<file path="src/rtl/pgtrk_pkg.sv">
// Shared constants and types of the SDRAM open-page tracker.
// Assumes: two banks of four leaves; the page offset width is fixed.
package pgtrk_pkg;
    localparam int NUM_BANKS       = 2;
    localparam int LEAVES_PER_BANK = 4;
    localparam int NUM_LEAVES      = NUM_BANKS * LEAVES_PER_BANK;
    localparam int IDX_W           = $clog2(NUM_LEAVES);
    localparam int OFS_W           = 11;

    typedef enum logic [1:0] {
        PG_CLOSED = 2'd0,
        PG_HIT    = 2'd1,
        PG_MISS   = 2'd2
    } pg_class_e;
endpackage

</file>
<file path="src/rtl/pgtrk_addr_split.sv">
// Splits a byte address into bank, leaf and row according to the size code.
// Assumes: ADDR_W covers the largest (256 MB) array; smaller arrays use
// one or two fewer top bits. The row is zero-extended to PAGE_W bits.
module pgtrk_addr_split
    import pgtrk_pkg::*;
#(
    parameter int ADDR_W = 28,
    parameter int PAGE_W = ADDR_W - IDX_W - OFS_W
) (
    input  logic [ADDR_W-1:0] addr,
    input  logic [1:0]        size,
    output logic              bank,
    output logic [1:0]        leaf,
    output logic [PAGE_W-1:0] row
);
    localparam int TOP_S = ADDR_W - 3;   // bank bit, smallest array
    localparam int TOP_M = ADDR_W - 2;   // bank bit, middle array
    localparam int TOP_L = ADDR_W - 1;   // bank bit, largest array

    // Select the bank, leaf and row fields for the configured array size.
    always_comb begin
        case (size)
            2'd0: begin
                bank = addr[TOP_S];
                leaf = addr[TOP_S-1:TOP_S-2];
                row  = PAGE_W'(addr[TOP_S-3:OFS_W]);
            end
            2'd1: begin
                bank = addr[TOP_M];
                leaf = addr[TOP_M-1:TOP_M-2];
                row  = PAGE_W'(addr[TOP_M-3:OFS_W]);
            end
            default: begin
                bank = addr[TOP_L];
                leaf = addr[TOP_L-1:TOP_L-2];
                row  = PAGE_W'(addr[TOP_L-3:OFS_W]);
            end
        endcase
    end
endmodule

</file>
<file path="src/rtl/pgtrk_leaf_regs.sv">
// One page register and one valid bit per leaf, with a combinational read port.
// Assumes: clear-all outranks set, and set outranks single-leaf clear.
module pgtrk_leaf_regs
    import pgtrk_pkg::*;
#(
    parameter int PAGE_W = 14
) (
    input  logic              clk,
    input  logic              rst_n,
    input  logic              clr_all,
    input  logic              clr_en,
    input  logic [IDX_W-1:0]  clr_idx,
    input  logic              set_en,
    input  logic [IDX_W-1:0]  set_idx,
    input  logic [PAGE_W-1:0] set_page,
    input  logic [IDX_W-1:0]  rd_idx,
    output logic              rd_valid,
    output logic [PAGE_W-1:0] rd_page
);
    logic [NUM_LEAVES-1:0] open_q;
    logic [PAGE_W-1:0]     page_q [NUM_LEAVES];

    for (genvar g = 0; g < NUM_LEAVES; g++) begin : g_leaf
        localparam logic [IDX_W-1:0] MY_IDX = IDX_W'(g);

        // Valid bit of this leaf, updated by priority: clear-all, set, clear.
        always_ff @(posedge clk) begin
            if (!rst_n)                           open_q[g] <= 1'b0;
            else if (clr_all)                     open_q[g] <= 1'b0;
            else if (set_en && set_idx == MY_IDX) open_q[g] <= 1'b1;
            else if (clr_en && clr_idx == MY_IDX) open_q[g] <= 1'b0;
        end

        // Row number held by this leaf, written on an accepted activate.
        always_ff @(posedge clk) begin
            if (!rst_n)
                page_q[g] <= '0;
            else if (!clr_all && set_en && set_idx == MY_IDX)
                page_q[g] <= set_page;
        end
    end

    // Read port for the leaf addressed by the current request.
    always_comb begin
        rd_valid = open_q[rd_idx];
        rd_page  = page_q[rd_idx];
    end
endmodule

</file>
<file path="src/rtl/pgtrk_classify.sv">
// Compares a request row against a leaf's stored state and returns the class.
// Assumes: both rows have the same zero-extended width.
module pgtrk_classify
    import pgtrk_pkg::*;
#(
    parameter int PAGE_W = 14
) (
    input  logic              leaf_open,
    input  logic [PAGE_W-1:0] leaf_page,
    input  logic [PAGE_W-1:0] req_page,
    output pg_class_e         cls
);
    // Closed when the leaf is not open, otherwise hit or miss by row compare.
    always_comb begin
        if (!leaf_open)                 cls = PG_CLOSED;
        else if (leaf_page == req_page) cls = PG_HIT;
        else                            cls = PG_MISS;
    end
endmodule

</file>
<file path="src/rtl/sdram_page_tracker.sv">
// Top of the open-page tracker: decodes request and command addresses,
// keeps the per-leaf page registers and registers a classification one
// clock after each request.
// Assumes: command pulses refer to cmd_addr, which is decoded with the same
// size setting as the request; a change of mem_size closes every leaf.
module sdram_page_tracker
    import pgtrk_pkg::*;
#(
    parameter int ADDR_W = 28,
    parameter int PAGE_W = ADDR_W - IDX_W - OFS_W
) (
    input  logic              clk,
    input  logic              rst_n,
    input  logic [1:0]        mem_size,
    input  logic              req_valid,
    input  logic [ADDR_W-1:0] req_addr,
    input  logic              act_done,
    input  logic              pre_done,
    input  logic [ADDR_W-1:0] cmd_addr,
    input  logic              close_all,
    output logic              rsp_valid,
    output logic              rsp_bank,
    output logic [1:0]        rsp_leaf,
    output logic [1:0]        rsp_class,
    output logic [PAGE_W-1:0] rsp_row
);
    logic [1:0]        size_q;
    logic              size_chg;
    logic              rq_bank, cm_bank;
    logic [1:0]        rq_leaf, cm_leaf;
    logic [PAGE_W-1:0] rq_row, cm_row;
    logic              rd_valid;
    logic [PAGE_W-1:0] rd_page;
    pg_class_e         cls;

    // Remember the size setting of the previous clock to detect a change.
    always_ff @(posedge clk) begin
        if (!rst_n) size_q <= mem_size;
        else        size_q <= mem_size;
    end

    // A change of size invalidates every stored row.
    always_comb size_chg = (mem_size != size_q);

    pgtrk_addr_split #(.ADDR_W(ADDR_W), .PAGE_W(PAGE_W)) u_req_split (
        .addr(req_addr), .size(mem_size),
        .bank(rq_bank), .leaf(rq_leaf), .row(rq_row)
    );

    pgtrk_addr_split #(.ADDR_W(ADDR_W), .PAGE_W(PAGE_W)) u_cmd_split (
        .addr(cmd_addr), .size(mem_size),
        .bank(cm_bank), .leaf(cm_leaf), .row(cm_row)
    );

    pgtrk_leaf_regs #(.PAGE_W(PAGE_W)) u_regs (
        .clk      (clk),
        .rst_n    (rst_n),
        .clr_all  (close_all | size_chg),
        .clr_en   (pre_done),
        .clr_idx  ({cm_bank, cm_leaf}),
        .set_en   (act_done),
        .set_idx  ({cm_bank, cm_leaf}),
        .set_page (cm_row),
        .rd_idx   ({rq_bank, rq_leaf}),
        .rd_valid (rd_valid),
        .rd_page  (rd_page)
    );

    pgtrk_classify #(.PAGE_W(PAGE_W)) u_cls (
        .leaf_open(rd_valid), .leaf_page(rd_page), .req_page(rq_row), .cls(cls)
    );

    // Register the response fields for the request of this cycle.
    always_ff @(posedge clk) begin
        if (!rst_n) begin
            rsp_valid <= 1'b0;
            rsp_bank  <= 1'b0;
            rsp_leaf  <= '0;
            rsp_class <= PG_CLOSED;
            rsp_row   <= '0;
        end else begin
            rsp_valid <= req_valid;
            if (req_valid) begin
                rsp_bank  <= rq_bank;
                rsp_leaf  <= rq_leaf;
                rsp_class <= cls;
                rsp_row   <= rq_row;
            end
        end
    end
endmodule

</file>
<file path="config.mk">
export PLATFORM = sky130hd
export DESIGN_NAME = sdram_page_tracker
export DESIGN_NICKNAME = d
export VERILOG_FILES = /design/src/rtl/pgtrk_pkg.sv /design/src/rtl/pgtrk_addr_split.sv /design/src/rtl/pgtrk_leaf_regs.sv /design/src/rtl/pgtrk_classify.sv /design/src/rtl/sdram_page_tracker.sv
export SDC_FILE = /design/constraint.sdc
export NUM_CORES = 1
export LEC_CHECK = 0
export ABC_AREA = 0
export BUFFER_PORTS_ARGS = -buffer_cell sky130_fd_sc_hd__buf_4
export CORE_ASPECT_RATIO = 1.5
export CORE_MARGIN = 2
export CORE_UTILIZATION = 25
export DETAILED_ROUTE_END_ITERATION = 10
export RECOVER_POWER = 100
export SLEW_MARGIN = 20
export SYNTH_ARGS = -nofsm -noshare
export SYNTH_HDL_FRONTEND = slang
export SYNTH_SLANG_ARGS = --single-unit
</file>
<file path="constraint.sdc">
create_clock -name clk -period 6.9 [get_ports clk]
set_input_delay 1.38 -clock clk [delete_from_list [all_inputs] [get_ports clk]]
set_output_delay 1.38 -clock clk [all_outputs]
set_load 0.01 [all_outputs]
</file>
Word-level counts from Yosys, hierarchy flattened --
Memories as Yosys holds them, arrays and structs flattened. Index checks and enable logic that the tools add are counted.
Cells by class: add/subtract/negate cells 0, div/mod/pow operators 0, bitwise gates (word level) 10, equal/unequal tests 10, reduce and logical (&&, ||, !) cells 37, shift-type cells 0, order comparisons 1, multiplexer cells 59, multiply operators 0
Operators by type and width (number):
- $mux W14 | 8
- $pmux W14 S2 | 2
- $mux W1 | 42
- $logic_and A1 B1 Y1 | 25
- $reduce_bool A2 Y1 | 8
- $eq A14 B14 Y1 | 1
- $eq A3 B3 Y1 const B | 4
- $or A1 B1 Y1 | 9
- $pmux W2 S2 | 2
- $eq A3 B2 Y1 const B | 2
- $lt A3 B4 Y1 const B | 1
- $mux W2 | 2
- $pmux W1 S2 | 2
- $bmux W1 S3 | 1
- $eq A3 B1 Y1 const B | 1
- $logic_not A3 Y1 | 1
- $eq A2 B1 Y1 const B | 1
- $logic_not A2 Y1 | 1
- $ne A2 B2 Y1 | 1
- $reduce_or A2 Y1 | 1
- $logic_not A1 Y1 | 1
- $not A1 Y1 | 1
Storage, ports and cells: logic and storage cells 132, ROM bits 0, register bits 30, latch bits 0, output and inout port bits 20, input bits 64, memories kept 1, RAM bits 112
Memory list:
- u_regs.page_q | depth 8, bits a word 14, read ports 1, clocked after Yosys merged registers in 0, write ports 8, RTL line pgtrk_leaf_regs.sv:21 | logic [PAGE_W-1:0] page_q [NUM_LEAVES];

Depth between registers and ports, before layout --
Gate-level depths: netlist of run 1.
word-level depth 9, gate-level depth with buffers 12, depth with buffers taken out 8

Cells and area by module --
A second synthesis of run 1 with hierarchy kept.
Second synthesis, totals: cell total of the unflattened synthesis 503, area total of the unflattened synthesis 6844.1 um2
By module, submodules not included:
- pgtrk_leaf_regs | cells each 368, seq. area each 3523.4 um2, instances 1, area an instance 5536.6 um2
- sdram_page_tracker | cells each 68, seq. area each 440.4 um2, instances 1, area an instance 809.5 um2
- pgtrk_addr_split | cells each 23, seq. area each 0.0 um2, instances 2, area an instance 160.2 um2
- pgtrk_classify | cells each 21, seq. area each 0.0 um2, instances 1, area an instance 177.7 um2

Least setup slack after synthesis of run 1 --
No wires, ideal clock.
path type input to register, start point input port mem_size[1], end point memory u_regs.page_q[7][0], enable pin, arrival time 3.433 ns, required time 6.496 ns, library setup time 0.404 ns, slack 3.063 ns, cell stages on the path 7, buffers on the path 2, path through buf_2 clkbuf_1 nand2_1 o21a_1 nor2_1 nand2_1 o21ai_0
RTL lines:
- start, declared | RTL line sdram_page_tracker.sv:14 | input logic [1:0] mem_size,
- end, declared | RTL line pgtrk_leaf_regs.sv:21

==> results of run 1 <==
==> synth_stat cells, types with 2 or more instances <==
cell,n,area share [%]
a21boi_0,2,0.22
a21oi_1,5,0.37
a221oi_1,9,1.2
a22o_1,2,0.26
a22oi_1,2,0.22
a31o_2,5,0.65
a32o_1,11,1.6
a32oi_1,4,0.52
and2_1,100,9.3
and3_1,9,0.84
buf_12,2,0.60
buf_2,6,0.45
buf_4,4,0.45
buf_6,2,0.34
clkbuf_1,17,0.95
dfxtp_1,30,9.0
edfxtp_1,112,50
inv_1,3,0.17
mux2i_1,57,8.5
mux4_2,2,0.67
nand2_1,50,2.8
nand2b_1,2,0.19
nand3_1,7,0.52
nand3b_1,2,0.22
nand4_1,4,0.37
nor2_1,14,0.78
nor2b_1,17,1.6
nor3_1,11,0.82
nor4_2,2,0.37
o211ai_1,4,0.45
o21a_1,4,0.45
o21ai_0,19,1.4
o21ai_1,4,0.30
or3_1,3,0.28
xor2_1,7,0.92
==> worst min-delay path, cell delays in order (launching register included) <==
cell and delay (ps):
dfxtp_1 300, nand2b_1 60, a21boi_0 70
==> where the power goes <==
| part | internal [W] | switching, W | leakage [nW] |
|---|---|---|---|
| Sequential | 0.000948 | 0.00000804 | 1.45 |
| Clock | 0.000503 | 0.000360 | 0.281 |
| Combinational | 0.0000762 | 0.000130 | 1.25 |
==> metal layers <==
metal  wire length [um]  vias up  GRT usage [%]
met4                552        0           6.77
met5                  0        -              0
met1               6410     2214           13.3
li1                   -     2123              -
met3                713       29           2.70
met2               9400      111           23.0
==> sequential cells by signal, summed over array words and instances (netlist names) <==
| register | count |
|---|---|
| u_regs.page_q | 112 |
| rsp_row | 14 |
| u_regs.open_q | 8 |
| rsp_class | 2 |
| rsp_leaf | 2 |
| size_q | 2 |
| rsp_bank | 1 |
| rsp_valid | 1 |
==> final cells by class <==
type                       instances  area [um^2]  area share [%]
clock buffer                      20          479            6.05
clock inverter                    12         83.8            1.06
inverter                           3         11.3           0.142
multi-input combinational        369         2520            31.8
sequential                       142         3960            50.0
tap                              337          422            5.32
timing repair buffer              77          443            5.59
==> worst max path at each step <==
| stage | end | slack (ps) | cells past startpoint |
|---|---|---|---|
| after global routing | u_regs.page_q[5][8] | 1420 | 5 |
| after global placement | rsp_class[1] | 2500 | 10 |
| final | u_regs.page_q[5][8] | 1800 | 5 |
| after detailed placement | rsp_class[1] | 2460 | 10 |
| after CTS | rsp_class[1] | 2910 | 10 |
| after floorplan | u_regs.page_q[7][0] | 3060 | 7 |
==> metrics by stage <==
stage	total power [W]	cell area, um^2	util, %
floorplan	0.00111	6700	-
global placement	0.00119	7500	28.4
detailed placement	0.00119	7500	28.4
global route	0.00210	7920	30.0
finish	0.00203	7920	30.0
CTS	0.00205	8070	30.6
==> logic make-up (layout without fill, tap and decap cells) <==
logic type | Yosys count | in the layout | share of synthesized area, %
flip-flops | 142 | 142 | 59.2
AND/OR/NAND/NOR | 224 | 224 | 18.6
XOR/XNOR | 8 | 8 | 1.05
multiplexers | 61 | 61 | 9.58
AO/OA/AOI/OAI | 76 | 76 | 8.48
buffers and inverters | 35 | 112 | 3.17
==> impl_metrics.tcl, run 1 <==
set metrics [dict create \
    status "complete, but fails checks" \
    violations "max-capacitance violations, max-slew violations" \
    period_needed_ps 5100 \
    crit_path_start_kind "input pin" \
    die_w_um 138 \
    path_cells "clkbuf_1 > nand2_1 > o21ai_0 > nand3_1 > o21ai_0" \
    cts_buffer_depth 2 \
    ctsHoldBuffers 0 \
    cts_tree "yes" \
    vias 4477 \
    layout_commonest_cell "edfxtp_1" \
    post_drt_wl_per_cell_um 17.8 \
    async_flop_share_pct 0 \
    finalHoldViolCount 0 \
    nFillCells 2665 \
    final_antenna_net_count 0 \
    hold_path.class "flop to flop" \
    final_cell_mix "edfxtp_1, mux2i_1, and2_0" \
    period_share_pct 73.9 \
    dp_slack_ps 2460 \
    clk_pin_slew_ps 50 \
    htreeDepth 4 \
    critPathTopFamily "compound AO/OA/AOI/OAI gates" \
    antenna_cells 0 \
    avgSynthCellArea_um2 12.3 \
    netlist_area_um2 6700 \
    io_buffer_count 61 \
    cpMostUsedCell "o21ai_0" \
    io_pins 84 \
    synthCells 546 \
    crit_start "mem_size[1]" \
    worst-path-buf-inv 1 \
    cts_root_buf "clkbuf_16" \
    first_global_vias 4448 \
    holdPathStages 2 \
    ir_worst_vdd_uv 163 \
    path_class "input pin to flop" \
    syn_nets 610 \
    place_hpwl_um 11300 \
    synthFlopType "edfxtp_1" \
    ys_seq_area_share_pct 59.2 \
    grt_use_total_pct 12.6 \
    numCtsBuffers 17 \
    place.gp.congestion 0.790 \
    area_growth_pct 18.2 \
    tightestPinTransition_ps 2500 \
    worstPathArrival_ps 5080 \
    ys_warn_count 0 \
    place_inst 928 \
    layout.cells.non_filler 960 \
    drive_above_1_share_pct 13.6 \
    ff2ff_setup_slack_ps 3630 \
    yosysUniqueCellTypes 47 \
    maxSlewHeadroom_pct -68.3 \
    crit_path_top_delay_cell "o21ai_0" \
    slowest_delay_ps 1960 \
    grt_start_max_net_pins 48 \
    max_freq_ghz 0.196 \
    r2r-start "size_q[0]" \
    leakagePower_nw 2.98 \
    vias_per_cell 4.66 \
    setup_viol 0 \
    die_h_um 205 \
    synth-edff-count 112 \
    critPathCaptureType "flop" \
    worstPathRequired_ps 6890 \
    drtIter0Drc 320 \
    cts_resized 0 \
    power.density_nw_per_um2 256 \
    antenna_found_initial 0 \
    min_from "rsp_row[13]" \
    drt_pass1_iterations 4 \
    clock_latency_ps 430 \
    clock-sinks 142 \
    hold_path_end "rsp_row[13]" \
    drc 0 \
    reg2reg_to "u_regs.page_q[5][8]" \
    grt_pass1_wl_um 25800 \
    cts_setup_buffers 0 \
    wirelength_um 17100 \
    rows 73 \
    fin_nets 674 \
    rsz0062_at_grt "false" \
    fin_worst_skew_ps 7.38 \
    synth-seq-cells 142 \
    overflow 0 \
    crit_fanout 31 \
    cap_violations 2 \
    whs_ps 477 \
    coreArea_um2 26400 \
    slew_violations 23 \
    reg2reg_depth 4 \
    initial_core_util_pct 25.4 \
    dieArea_um2 28200 \
    fin_ws_ps 1800 \
    fin_tns_setup_ps 0 \
]
Note: power is estimated with default switching activity, not from simulation.
==> inputs of run 2 (changes only) <==
--- a/config.mk
+++ b/config.mk
@@ -5,7 +5,7 @@
 export SDC_FILE = /design/constraint.sdc
 export NUM_CORES = 1
 export LEC_CHECK = 0
-export ABC_AREA = 0
+export ABC_AREA = 1
 export BUFFER_PORTS_ARGS = -buffer_cell sky130_fd_sc_hd__buf_4
 export CORE_ASPECT_RATIO = 1.5
 export CORE_MARGIN = 2
==> constraint.sdc (replaced) <==
create_clock -name clk -period 5.2 [get_ports clk]
set_input_delay 1.04 -clock clk [delete_from_list [all_inputs] [get_ports clk]]
set_output_delay 1.04 -clock clk [all_outputs]
set_load 0.01 [all_outputs]
==> impl_metrics.tcl, run 2 <==
set metrics [dict create \
    netlist_area_um2 7420 \
    r2r-start "size_q[0]" \
    ir_worst_vdd_uv 227 \
    place.gp.congestion 0.769 \
    finalHoldViolCount 0 \
    overflow 0 \
    yosysUniqueCellTypes 34 \
    grt_pass1_wl_um 29600 \
    path_depth 16 \
    antenna_cells 0 \
    ys_top_cells_by_area "edfxtp_1, dfxtp_1, nor2_1" \
    rsz0062_at_grt "false" \
    ys_seq_area_share_pct 53.4 \
    crit_start "mem_size[1]" \
    first_global_vias 5600 \
    drt_pass1_iterations 5 \
    ctsHoldBuffers 0 \
    cts_root_buf "clkbuf_16" \
    synth-edff-count 112 \
    power_frac_comb_pct 12.5 \
    top_register "u_regs.page_q" \
    slowest_delay_ps 1030 \
    slew_violations 0 \
    post_drt_wl_per_cell_um 14.6 \
    p_sw_w 0.000743 \
    fin_tns_setup_ps 0 \
    clkPwrFrac_pct 41.7 \
    coreArea_um2 29400 \
    period_needed_ps 4190 \
    synth-seq-cells 142 \
    crit_path_start_kind "input pin" \
    initial_core_util_pct 25.2 \
    grt_start_max_net_pins 74 \
    largest_reg_flops 112 \
    rows 77 \
    fin_ws_ps 1010 \
    fin_worst_skew_ps 8.53 \
    die_h_um 215 \
    cts_setup_buffers 0 \
    critPathTopFamily "simple AND/OR/NAND/NOR gates" \
    die_w_um 145 \
    place_hpwl_um 12700 \
    ys_warn_count 0 \
    async_flop_share_pct 0 \
    path_class "input pin to flop" \
    path_cells "clkbuf_1 > nor2_1 > nand2_2 > nand3_4 > inv_1 > nand3_1 > nand3_1 > nand2_1 > nand2_1 > nand2_1 > nor2_1 > nand2_1 > nor2_1 > nand2_1 > nand2_1 > a21oi_1" \
    crit_fanout 37 \
    avgSynthCellArea_um2 8.44 \
    tightestPinTransition_ps 1270 \
    worstPathArrival_ps 4510 \
    place_area_um2 8100 \
    clock-sinks 142 \
    cts_buffer_depth 2 \
    grt_use_total_pct 12.6 \
    io_pins 84 \
    critPathCaptureType "flop" \
    cpMostUsedCell "nand2_1" \
    drc 0 \
    synthFlopType "edfxtp_1" \
    cap_violations 0 \
    crit_path_top_delay_cell "inv_1" \
    fin_nets 979 \
    reg2reg_depth 6 \
    netlist.area_leader.share_pct 45.3 \
    syn_nets 943 \
    worstPathRequired_ps 5520 \
    final_core_util_pct 29.0 \
    numCtsBuffers 17 \
    htreeDepth 4 \
    synthCells 879 \
    dieArea_um2 31100 \
    dp_slack_ps 1360 \
    status "finished clean" \
    p_sw_share_pct 26.7 \
    vias 5940 \
    maxSlewHeadroom_pct 15.4 \
    final_area_um2 8510 \
    io_buffer_count 61 \
    clk_pin_slew_ps 60 \
    power.density_nw_per_um2 327 \
    yosys-top-cells-count "nor2_1, nand2_1, inv_1, edfxtp_1, nand3_1" \
    vias_per_cell 4.49 \
    leakagePower_nw 3.69 \
    reg2reg_to "u_regs.page_q[6][4]" \
    max_freq_ghz 0.239 \
    yosysTopAreaCell "edfxtp_1" \
    drtIter0Drc 396 \
    clock_latency_ps 440 \
    seqPwrFrac_pct 45.8 \
    hold_path.class "flop to flop" \
    cts_tree "yes" \
    cts_resized 0 \
    period_share_pct 80.5 \
    wirelength_um 19300 \
    worst-path-buf-inv 2 \
    synth_most_common_cell "nor2_1" \
    p_int_w 0.00204 \
    top_regs "u_regs.page_q: 112 flops, rsp_row: 14 flops, u_regs.open_q: 8 flops" \
    drive_above_1_share_pct 9.48 \
    final_cell_mix "nor2_1, nand2_1, inv_1" \
    setup_viol 0 \
    area_growth_pct 14.7 \
    final_antenna_net_count 0 \
    holdPathStages 2 \
    endpoint "rsp_class[1]" \
    antenna_found_initial 0 \
    ff2ff_setup_slack_ps 2640 \
]
-- run 2: per-layer routing --
layer,track usage (%),vias to the layer above,part of all wire [%]
li1,-,2925,-
met1,13.9,2838,40
met2,22.9,154,53
met3,2.81,23,4.0
met4,5.37,0,2.4
met5,0,-,0
-- run 2: area by class of cell --
type,instances,area [um^2]
clock buffers,21,483
clock inverters,11,78.8
fillers,3117,20900
inverters,146,551
multi-input cells,544,2540
flip-flops and latches,142,3960
well taps,395,494
repair buffers,64,394
-- run 2: worst min-delay path by stage --
| stage | slack (ps) | end | from |
|---|---|---|---|
| after global placement | 460 | rsp_class[0] | rsp_class[0] |
| after CTS | 470 | rsp_class[0] | rsp_class[0] |
| after global routing | 500 | rsp_class[1] | rsp_class[1] |
| final | 470 | rsp_class[0] | rsp_class[0] |
| after detailed placement | 460 | rsp_class[0] | rsp_class[0] |
| after floorplan | 450 | u_regs.open_q[7] | u_regs.open_q[7] |
-- run 2: metrics by stage --
step	hold slack, ps	instances	total power [W]
after floorplan	450	879	0.00154
after global placement	458	1291	0.00165
after detailed placement	456	1291	0.00166
after CTS	465	1323	0.00281
after global routing	498	1323	0.00287
final	466	1323	0.00278
-- run 2: worst register-to-register path: stages (launching register included) --
cell,delay (ps)
dfxtp_1,370
o22ai_1,140
a2111oi_4,590
nand2_4,130
inv_1,340
nand2_1,540
nor2_1,280
-- run 2: kinds of logic after synthesis --
group / count (synthesis) / synth area share, %
AND/OR/NAND/NOR: 482 / 30.0
flip-flops: 142 / 53.4
AO/OA/AOI/OAI: 62 / 5.13
buffers and inverters: 193 / 11.4
-- run 2: power by group through the flow --
stage | clock, W | combinational [W] | sequential (W)
final | 0.00116 | 0.000349 | 0.00127
after global routing | 0.00121 | 0.000389 | 0.00128
after CTS | 0.00117 | 0.000365 | 0.00127
after detailed placement | 0 | 0.000363 | 0.00130
after global placement | 0 | 0.000358 | 0.00129
after floorplan | 0 | 0.000242 | 0.00130
==> inputs of run 3 (changes only) <==
--- a/config.mk
+++ b/config.mk
@@ -5,7 +5,7 @@
 export SDC_FILE = /design/constraint.sdc
 export NUM_CORES = 1
 export LEC_CHECK = 0
-export ABC_AREA = 1
+export ABC_AREA = 0
 export BUFFER_PORTS_ARGS = -buffer_cell sky130_fd_sc_hd__buf_4
 export CORE_ASPECT_RATIO = 1.5
 export CORE_MARGIN = 2
==> constraint.sdc (replaced) <==
create_clock -name clk -period 4.04 [get_ports clk]
set_input_delay 0.808 -clock clk [delete_from_list [all_inputs] [get_ports clk]]
set_output_delay 0.808 -clock clk [all_outputs]
set_load 0.01 [all_outputs]
==> impl_metrics.tcl, run 3 (synthesized netlist as in run 1, its figures left out) <==
set metrics [dict create \
    status "finished clean" \
    drc 0 \
    power.density_nw_per_um2 444 \
    overflow 0 \
    clock_latency_ps 420 \
    antenna_cells 0 \
    maxSlewHeadroom_pct 10.3 \
    leakagePower_nw 3.11 \
    grt_start_max_net_pins 41 \
    fin_nets 686 \
    period_needed_ps 3460 \
    final_cell_mix "edfxtp_1, and2_1, buf_4" \
    io_pins 84 \
    io_buffer_count 61 \
    cts_resized 0 \
    numCtsBuffers 17 \
    crit_path_top_delay_cell "clkbuf_1" \
    place_hpwl_um 11900 \
    initial_core_util_pct 25.4 \
    min_from "rsp_row[13]" \
    nFillCells 2643 \
    dieArea_um2 28200 \
    cts_setup_buffers 0 \
    post_drt_wl_per_cell_um 17.7 \
    clock-sinks 142 \
    fin_tns_setup_ps 0 \
    worstPathArrival_ps 3500 \
    antenna_found_initial 0 \
    clk_pin_slew_ps 60 \
    die_h_um 205 \
    vias_per_cell 4.56 \
    drive_above_1_share_pct 16.7 \
    crit_start "mem_size[0]" \
    slowest_delay_ps 790 \
    path_cells "clkbuf_1 > mux2i_1 > o21ai_0 > nand3_1 > o21ai_1 > clkbuf_1" \
    ctsHoldBuffers 0 \
    rows 73 \
    htreeDepth 4 \
    vias 4435 \
    cts_buffer_depth 2 \
    cts_root_buf "clkbuf_16" \
    cpMostUsedCell "clkbuf_1" \
    r2r-start "size_q[0]" \
    power.total_w 0.00359 \
    max_freq_ghz 0.289 \
    worstPathRequired_ps 4080 \
    finalHoldViolCount 0 \
    wirelength_um 17200 \
    drt_pass1_iterations 5 \
    drtIter0Drc 265 \
    final_antenna_net_count 0 \
    critPathCaptureType "flop" \
    setup_viol 0 \
    place.gp.congestion 0.801 \
    ir_worst_vdd_uv 318 \
    top_regs "u_regs.page_q: 112 flops, rsp_row: 14 flops, u_regs.open_q: 8 flops" \
    period_share_pct 85.7 \
    slew_violations 0 \
    tightestPinTransition_ps 1350 \
    crit_path_start_kind "input pin" \
    final_core_util_pct 30.7 \
    path_class "input pin to flop" \
    coreArea_um2 26400 \
    grt_pass1_wl_um 26200 \
    layout_commonest_cell "edfxtp_1" \
    rsz0062_at_grt "false" \
    cts_tree "yes" \
    top_register "u_regs.page_q" \
    grt_use_total_pct 12.8 \
    fin_worst_skew_ps 7.13 \
    die_w_um 138 \
    largest_reg_flops 112 \
    first_global_vias 4541 \
    hold_path.class "flop to flop" \
    area_growth_pct 20.8 \
    crit_fanout 14 \
    cap_violations 0 \
]
==> run 3: cell count changes in the layout (fill, tap and decap cells not counted), sizes merged, moves of 11 or more <==
cell / previous run / this run
nor2b: 0 / 17
nor3: 0 / 11
a32o: 0 / 11
nand3: 89 / 7
buf: 41 / 60
and2: 0 / 100
nand4: 52 / 4
nand2: 168 / 50
o21ai: 35 / 24
inv: 152 / 9
mux2i: 0 / 57
nor2: 164 / 14
==> run 3: cell type report <==
type	count	area, um^2	share of cell area, %
inverters	3	11.3	0.139
clock inverters	14	153	1.89
flip-flops and latches	142	3960	49.0
clock buffers	18	450	5.56
multi-input cells	369	2520	31.2
well taps	337	422	5.21
repair buffers	89	572	7.06
==> run 3: worst paths after layout <==
kind                           to  cells after the start  slack (ps)
min                   rsp_row[13]                      2         480
min reg2reg           rsp_row[13]                      2         480
max           u_regs.page_q[5][8]                      6         580
max reg2reg  u_regs.page_q[2][10]                      7        1220
==> run 3: per-stage QoR <==
stage               cells  cell area (um^2)  hold slack, ps  setup WS (ps)
global placement      940              7600             467            499
finish                972              8100             483            578
CTS                   972              8200             487            964
floorplan             546              6700             451            775
detailed placement    940              7600             475            516
global route          972              8100             511            394
==> run 3: where the power goes <==
part           internal, W  leakage, nW  switching [W]
Sequential         0.00162         1.45      0.0000136
Clock             0.000955        0.294       0.000636
Combinational     0.000144         1.37       0.000226
Total              0.00272         3.11       0.000876
==> run 3: worst max-delay path, delay by kind of cell <==
kind | cells | cell delay, ps
mux | 1 | 180
simple gates | 1 | 360
compound gates | 2 | 900
buf+inv | 2 | 1230
==> run 3: routing by layer <==
metal	GRT usage, %	routed length (um)	vias to the layer above
li1	-	-	2148
met1	13.6	6620	2170
met2	23.5	9310	98
met3	3.17	852	19
met4	6.15	465	0
met5	0	0	-
